**config.mk**
```make
export PLATFORM = sky130hd
export DESIGN_NAME = mppt_incond_stepper
export DESIGN_NICKNAME = d
export VERILOG_FILES = /design/src/rtl/mppt_pkg.sv /design/src/rtl/mppt_delta.sv /design/src/rtl/mppt_decide.sv /design/src/rtl/mppt_duty_acc.sv /design/src/rtl/mppt_incond_stepper.sv
export SDC_FILE = /design/constraint.sdc
export NUM_CORES = 1
export LEC_CHECK = 0
export CAP_MARGIN = 20
export CORE_MARGIN = 2
export CORE_UTILIZATION = 55
export DETAILED_ROUTE_END_ITERATION = 10
export PLACE_DENSITY = 0.73
export SYNTH_ARGS = -nofsm -noshare
export SYNTH_HDL_FRONTEND = slang
export SYNTH_HIERARCHICAL = 1
export SYNTH_SLANG_ARGS = --single-unit
export TNS_END_PERCENT = 5
```
**constraint.sdc**
```tcl
create_clock -name clk -period 9.9 [get_ports clk]
set_input_delay 0.99 -clock clk [delete_from_list [all_inputs] [get_ports clk]]
set_output_delay 0.99 -clock clk [all_outputs]
set_load 0.01 [all_outputs]
```
**src/rtl/mppt_pkg.sv**
```systemverilog
package mppt_pkg;
  typedef enum logic [1:0] {
    DIR_HOLD = 2'd0,
    DIR_UP   = 2'd1,
    DIR_DOWN = 2'd2
  } dir_e;
endpackage

```
**src/rtl/mppt_delta.sv**
```systemverilog
module mppt_delta #(
  parameter int VW = 12,
  parameter int IW = 12,
  parameter int SW = 12,
  localparam int PW = VW + IW + 3
) (
  input  logic                 clk,
  input  logic                 rst_n,
  input  logic                 take,
  input  logic [VW-1:0]        volt,
  input  logic [IW-1:0]        curr,
  input  logic [SW-1:0]        step,
  output logic                 s1_vld,
  output logic                 s1_first,
  output logic signed [VW:0]   s1_dv,
  output logic signed [IW:0]   s1_di,
  output logic signed [PW-1:0] s1_sum,
  output logic [SW-1:0]        s1_step
);
  logic [VW-1:0] v_ref;
  logic [IW-1:0] i_ref;
  logic          primed;

  logic signed [VW:0]   dv_c;
  logic signed [IW:0]   di_c;
  logic signed [PW-1:0] sum_c;

  always_comb begin
    dv_c  = $signed({1'b0, volt}) - $signed({1'b0, v_ref});
    di_c  = $signed({1'b0, curr}) - $signed({1'b0, i_ref});
    // dI*V + I*dV : sign decides the conductance comparison
    sum_c = PW'(di_c) * PW'($signed({1'b0, volt}))
          + PW'(dv_c) * PW'($signed({1'b0, curr}));
  end

  always_ff @(posedge clk or negedge rst_n) begin
    if (!rst_n) begin
      v_ref    <= '0;
      i_ref    <= '0;
      primed   <= 1'b0;
      s1_vld   <= 1'b0;
      s1_first <= 1'b0;
      s1_dv    <= '0;
      s1_di    <= '0;
      s1_sum   <= '0;
      s1_step  <= '0;
    end else begin
      s1_vld <= take;
      if (take) begin
        v_ref    <= volt;
        i_ref    <= curr;
        primed   <= 1'b1;
        s1_first <= !primed;
        s1_dv    <= dv_c;
        s1_di    <= di_c;
        s1_sum   <= sum_c;
        s1_step  <= step;
      end
    end
  end
endmodule

```
**src/rtl/mppt_decide.sv**
```systemverilog
module mppt_decide
  import mppt_pkg::*;
#(
  parameter int VW = 12,
  parameter int IW = 12,
  localparam int PW = VW + IW + 3
) (
  input  logic                 first,
  input  logic signed [VW:0]   dv,
  input  logic signed [IW:0]   di,
  input  logic signed [PW-1:0] sum,
  output dir_e                 dir
);
  logic dv_zero, dv_neg, sum_zero, sum_neg;

  always_comb begin
    dv_zero  = (dv == '0);
    dv_neg   = dv[VW];
    sum_zero = (sum == '0);
    sum_neg  = sum[PW-1];
    if (first) begin
      dir = DIR_HOLD;
    end else if (dv_zero) begin
      if (di == '0)   dir = DIR_HOLD;
      else if (di[IW]) dir = DIR_DOWN;
      else            dir = DIR_UP;
    end else if (sum_zero) begin
      dir = DIR_HOLD;
    end else if (sum_neg == dv_neg) begin
      dir = DIR_UP;
    end else begin
      dir = DIR_DOWN;
    end
  end
endmodule

```
**src/rtl/mppt_duty_acc.sv**
```systemverilog
module mppt_duty_acc
  import mppt_pkg::*;
#(
  parameter int DW       = 12,
  parameter int SW       = 12,
  parameter int DUTY_MIN = 410,
  parameter int DUTY_MAX = 3686,
  parameter int DUTY_RST = 2048,
  localparam int AW = ((DW > SW) ? DW : SW) + 1
) (
  input  logic          clk,
  input  logic          rst_n,
  input  logic          apply,
  input  dir_e          dir,
  input  logic [SW-1:0] step,
  output logic [DW-1:0] duty,
  output logic          done
);
  logic [AW-1:0] cur_w, step_w, up_w, lo_w, hi_w;
  logic [DW-1:0] nxt;

  always_comb begin
    cur_w  = AW'(duty);
    step_w = AW'(step);
    up_w   = cur_w + step_w;
    lo_w   = AW'(DUTY_MIN);
    hi_w   = AW'(DUTY_MAX);
    nxt    = duty;
    case (dir)
      DIR_UP:   nxt = (up_w > hi_w) ? DW'(DUTY_MAX) : DW'(up_w);
      DIR_DOWN: nxt = (cur_w < lo_w + step_w) ? DW'(DUTY_MIN) : DW'(cur_w - step_w);
      default:  nxt = duty;
    endcase
  end

  always_ff @(posedge clk or negedge rst_n) begin
    if (!rst_n) begin
      duty <= DW'(DUTY_RST);
      done <= 1'b0;
    end else begin
      done <= apply;
      if (apply) duty <= nxt;
    end
  end


  duty_in_limits_chk: assert property (@(posedge clk) disable iff (!rst_n)
    (duty >= DW'(DUTY_MIN)) && (duty <= DW'(DUTY_MAX)));


  up_moves_duty_chk: assert property (@(posedge clk) disable iff (!rst_n)
    (apply && dir == DIR_UP && step != '0 && duty < DW'(DUTY_MAX)) |=> (duty > $past(duty)));
endmodule

```
**src/rtl/mppt_incond_stepper.sv**
```systemverilog
module mppt_incond_stepper
  import mppt_pkg::*;
#(
  parameter int VW       = 12,
  parameter int IW       = 12,
  parameter int SW       = 12,
  parameter int DW       = 12,
  parameter int DUTY_MIN = 410,
  parameter int DUTY_MAX = 3686,
  parameter int DUTY_RST = 2048,
  localparam int PW = VW + IW + 3
) (
  input  logic          clk,
  input  logic          rst_n,
  input  logic          smp_valid,
  output logic          smp_ready,
  input  logic [VW-1:0] volt_i,
  input  logic [IW-1:0] curr_i,
  input  logic [SW-1:0] step_i,
  output logic [DW-1:0] duty_o,
  output logic          upd_done
);
  logic                 take;
  logic                 s1_vld, s1_first;
  logic signed [VW:0]   s1_dv;
  logic signed [IW:0]   s1_di;
  logic signed [PW-1:0] s1_sum;
  logic [SW-1:0]        s1_step;
  dir_e                 dir;

  assign smp_ready = !s1_vld;
  assign take      = smp_valid && smp_ready;

  mppt_delta #(.VW(VW), .IW(IW), .SW(SW)) u_delta (
    .clk(clk), .rst_n(rst_n), .take(take),
    .volt(volt_i), .curr(curr_i), .step(step_i),
    .s1_vld(s1_vld), .s1_first(s1_first), .s1_dv(s1_dv),
    .s1_di(s1_di), .s1_sum(s1_sum), .s1_step(s1_step)
  );

  mppt_decide #(.VW(VW), .IW(IW)) u_decide (
    .first(s1_first), .dv(s1_dv), .di(s1_di), .sum(s1_sum), .dir(dir)
  );

  mppt_duty_acc #(
    .DW(DW), .SW(SW), .DUTY_MIN(DUTY_MIN), .DUTY_MAX(DUTY_MAX), .DUTY_RST(DUTY_RST)
  ) u_acc (
    .clk(clk), .rst_n(rst_n), .apply(s1_vld), .dir(dir),
    .step(s1_step), .duty(duty_o), .done(upd_done)
  );


  busy_after_take_chk: assert property (@(posedge clk) disable iff (!rst_n)
    take |=> !smp_ready);


  done_follows_take_chk: assert property (@(posedge clk) disable iff (!rst_n)
    take |=> ##1 upd_done);


  done_single_chk: assert property (@(posedge clk) disable iff (!rst_n)
    upd_done |=> !upd_done);


  duty_quiet_chk: assert property (@(posedge clk) disable iff (!rst_n)
    !upd_done |-> $stable(duty_o));
endmodule

```
# Yosys cells after proc, flatten, opt, wreduce, memory -nomap -nowiden
# Index checks and enable logic that the tools add are counted.
[word_totals]
in_bits = 39
register_bits = 105
elab_cells = 41
[op_classes]
addsub = 6
mux = 9
n_mul = 2
n_lt_le_gt_ge = 2
reduce_logical = 8
n_eq_ne = 3
[op_table]
columns = ["operator", "n"]
rows = [
  ["$mul 13x13->26", 2],
  ["$add 27x27->27", 1],
  ["$logic_not 27->1", 1],
  ["$logic_not 13->1", 2],
  ["$sub 12x12->13", 2],
  ["$mux 12", 2],
  ["$pmux 12 s2", 1],
  ["$add 12x12->13", 1],
  ["$add 9x12->13 const A", 1],
  ["$gt 13x12->1 const B", 1],
  ["$lt 12x13->1", 1],
  ["$mux 2", 6],
  ["$sub 12x12->12", 1],
  ["$eq 2x1->1 const B", 1],
  ["$eq 2x2->1 const B", 1],
  ["$logic_not 1->1", 2],
  ["$reduce_and 2->1", 1],
  ["$reduce_bool 2->1", 1],
  ["$eq 1x1->1", 1],
  ["$logic_and 1x1->1", 1],
]

# Longest topological paths before layout
[depth]
word_depth = 8
mapped_depth = 34
depth_no_buf = 33

# Hierarchy
# The synthesis kept the hierarchy.
[modules_own_cells]
columns = ["module", "n_inst", "seq_area_each_um2", "cells_per_inst", "area_each_um2"]
rows = [
  ["mppt_delta", 1, 2302.2, 1783, 17192.7],
  ["mppt_duty_acc", 1, 326.6, 310, 2407.3],
  ["mppt_decide", 1, 0.0, 26, 170.2],
  ["mppt_incond_stepper", 1, 0.0, 2, 10.0],
]

# Least setup slack after synthesis
# OpenSTA, ideal clock, no wires.
[synth_timing]
path_type = "input-to-reg"
from = "input port curr_i[0]"
to = "register u_delta.s1_sum[25]"
cell_stages = 30
path_buffers = 1
setup_ns = 0.125
arrival_ns = 8.526
t_required_ns = 9.775
slack_ns = 1.249
cell_sequence = "inv_1 ha_1 inv_1 fa_1 a21o_1 a21oi_1 o21ai_0 a21oi_1 o21ai_1 a31oi_2 buf_4 nand2_1 fa_1 fa_1 fa_1 inv_1 fa_1 fa_1 fa_1 inv_1 fa_1 inv_1 ha_1 a21o_1 a21o_1 a2111oi_0 o21ai_0 a211oi_2 mux2i_1 mux2_2"
[synth_between]
elab_chain_cells = 3
word_cells_on_any_way = 4
cone_classes = "add/sub: 2; mul: 2"
[synth_lines]
columns = ["item", "line", "source"]
rows = [
  ["from (decl)", "mppt_incond_stepper.sv:18", "input logic [IW-1:0] curr_i,"],
  ["$sub 12x12->13", "mppt_delta.sv:30", "di_c = $signed({1'b0, curr}) - $signed({1'b0, i_ref});"],
  ["$mul 13x13->26", "mppt_delta.sv:32", "sum_c = PW'(di_c) * PW'($signed({1'b0, volt}))"],
  ["$add 27x27->27 *", "mppt_delta.sv:33", "+ PW'(dv_c) * PW'($signed({1'b0, curr}));"],
  ["to (signal assigned)", "mppt_delta.sv:56", "s1_sum <= sum_c;"],
  ["to (decl)", "mppt_delta.sv:17", "output logic signed [PW-1:0] s1_sum,"],
]
# Mark *: on every way between the ends. The rest lies on a longest branch, timed or not.
# A chain may end at the register's enable or synchronous reset.

# Final worst setup path
# Same ends and word-level chain as after synthesis.

==> flow_summary.yaml <==
run_status:
  run_status: "finished, final reports clean"
logic_synthesis:
  synth.area.top_cells: "fa_1, dfrtp_1, ha_1"
  yosysUniqueCellTypes: 76
  ys.flop_type: "dfrtp_1"
  netlist_area_um2: 19800
  async_flop_share_pct: 100
  yosysTopAreaCell: "fa_1"
  synth_edf_count: 0
  ys_ff_latch: 105
  ys_warn_count: 6
  netlist_instances: 2121
  yosysSeqAreaShare_pct: 13.3
  syn_nets: 2686
  netlist.area_leader.share_pct: 36.2
  avgSynthCellArea_um2: 9.33
setup_path:
  regToRegSetupSlack_ps: 1320
  crit_required_ps: 10170
  crit_top_cell: "fa_1"
  crit_slowest_cell: "fa_1"
  cp-start-kind: "input port"
  path_class: "in -> reg"
  r2r-start: "u_delta/i_ref[0]"
  startpoint: "curr_i[0]"
  crit_arrival_ps: 9590
  endpoint_kind: "flop"
  worst_path_largest_cell_delay_ps: 700
  reg2reg_depth: 29
  crit_end: "u_delta/s1_sum[25]"
  r2r-end: "u_delta/s1_sum[25]"
  crit_fanout: 16
clocking:
  cts_setup_buffers: 0
  holdBufCountCts: 0
  cts.repair.resized: 0
  cts_buffers: 9
  clock_latency_ps: 380
  cts_tree: "built"
  cts_sinks: 105
  cts_max_level: 3
  clk_path_buf_depth: 2
  path_clk_slew_ps: 80
  root_buffer: "clkbuf_16"
grt:
  grt_usage_pct: 27.5
  antenna_found_initial: 0
  grt_max_degree: 65
  grt-ovfl-total: 0
  grt_pass1_vias: 15900
  grt_pass1_wl_mm: 82.3
floorplanning:
  fp.dieH_um: 194
  initial_core_util_pct: 55.7
  placementRows: 69
  dieArea_um2: 37500
  io_pins: 53
  design.core.area_um2: 35500
  die_x_um: 194
finish:
  fill_cells: 3044
  final_util_pct: 60.0
  drive_above_1_share_pct: 6.92
  design_area_um2: 21300
  areaGrowthSynthToFinish_pct: 7.62
  diodes: 0
  stdcell_count: 2628
  nNetsFinal: 2727
drt:
  firstDrtPassIters: 5
  ant_nets: 0
  drc_errors: 0
  vias_per_cell: 5.59
  wl_mm: 48.4
  vias: 14700
  detail_route.wl_per_cell_um: 18.4
  drt_iter0_drc: 1101
placement:
  gp_congestion: 0.905
  io_buffers: 52
  numPlacedInstances: 2612
  dpl_cell_area_um2: 21000
  post-dp-hpwl_mm: 39.8
sta:
  relSlewSlack_pct: 30.2
  clock.fmax_mhz: 107
  finalCritPeriodShare_pct: 94.2
  hold_viol: 0
  skew_ps: 19.7
  tns_ps: 0
  rsz0062_at_grt: "false"
  tightest_slew_ps: 1040
  setup_viol: 0
  period_minus_slack_ps: 9320
  final_max_slew_viol_count: 0
job:
  drv.max_cap_violation_count: 0
hold_path:
  hp-class: "reg -> reg"
  holdCritStartpoint: "u_delta/primed"
==> metrics by stage <==
stage	hold WS (ps)	setup slack, ps
6_report	459	576
5_1_grt	488	46.6
4_1_cts	459	578
3_5_place_dp	450	225
3_3_place_gp	444	411
2_1_floorplan	408	1250
==> registers in the layout, summed over array words and instances (netlist names) <==
name              count
u_delta/s1_first      1
u_delta/v_ref        12
u_delta/s1_dv        13
u_acc/done            1
u_delta/s1_sum       27
u_delta/primed        1
u_delta/s1_di        13
u_delta/s1_step      12
u_acc/duty           12
u_delta/s1_vld        1
u_delta/i_ref        12
==> synthesized netlist by cell type (6+ instances only) <==
library cell and n:
xnor2_1 53, nand2b_1 21, clkbuf_1 65, ha_1 168, nand2_1 210, o21a_1 11
a31oi_1 6, fa_1 358, xor2_1 17, a211o_1 6, dfrtp_1 104, o21ai_0 57
o211ai_1 12, a21o_1 18, mux2_2 55, and2_1 150, o31ai_1 14, inv_1 461
nor2_1 69, a211oi_1 14, a21oi_1 57, or3_1 7, nor2b_1 40, nor4_1 11
nand4_1 8, nor3_1 23, nand3_1 10
==> per-layer routing <==
layer  wire length (um)  track usage (%)
met4               1940             10.1
met1              20200             36.6
met2              23800             46.6
met3               2410             2.96
met5                  0                0
==> worst max-delay path, delay by kind of cell <==
kind            cells  cell delay (ps)
compound gates     11             2600
buf+inv             7              950
simple gates        1               80
mux                 2              370
fa+ha+maj          10             4600
==> logic make-up after synthesis <==
kind of cell | after synthesis | share of synthesized area [%]
mux | 60 | 3.38
buf+inv | 537 | 10.3
flops | 105 | 13.3
simple gates | 575 | 14.7
compound gates | 248 | 8.39
fa+ha+maj | 526 | 46.9
xor+xnor | 70 | 3.10
==> worst min-delay path by stage <==
stage,end,slack (ps),cells after the start
floorplan,u_acc/done,410,0
global placement,u_delta/s1_first,440,1
detailed placement,u_delta/primed,450,1
CTS,u_delta/s1_first,460,1
global route,u_delta/s1_first,490,1
finish,u_delta/s1_first,460,1
==> final cells by class <==
type                       count  area (um^2)  share of cell area, %
clock inverter                 7         85.1                  0.400
timing repair buffer         105          916                   4.30
multi-input combinational   1479        15100                   71.0
tap                          461          577                   2.71
inverter                     462         1730                   8.15
clock buffer                   9          225                   1.06
sequential                   105         2630                   12.3
==> layout by cell type, fill, tap and decap left out, types with 7 or more instances in the layout <==
cell type,count
xor2_1,17
nand2_1,210
nand4_1,8
clkbuf_16,9
xnor2_1,53
nor3_1,23
a21oi_1,57
inv_1,461
o21a_1,11
fa_1,357
a21o_1,18
mux2_2,55
ha_1,168
nor2b_1,39
clkdlybuf4s50_1,51
nand2b_1,21
or3_1,7
o21ai_0,57
dfrtp_1,104
buf_4,54
nor2_1,69
o31ai_1,14
o211ai_1,12
nor4_1,11
and2_1,150
nand3_1,10
a211oi_1,14
Power is not shown: default switching activity piles up to over one toggle a cycle in this logic, so the estimate is an artifact.
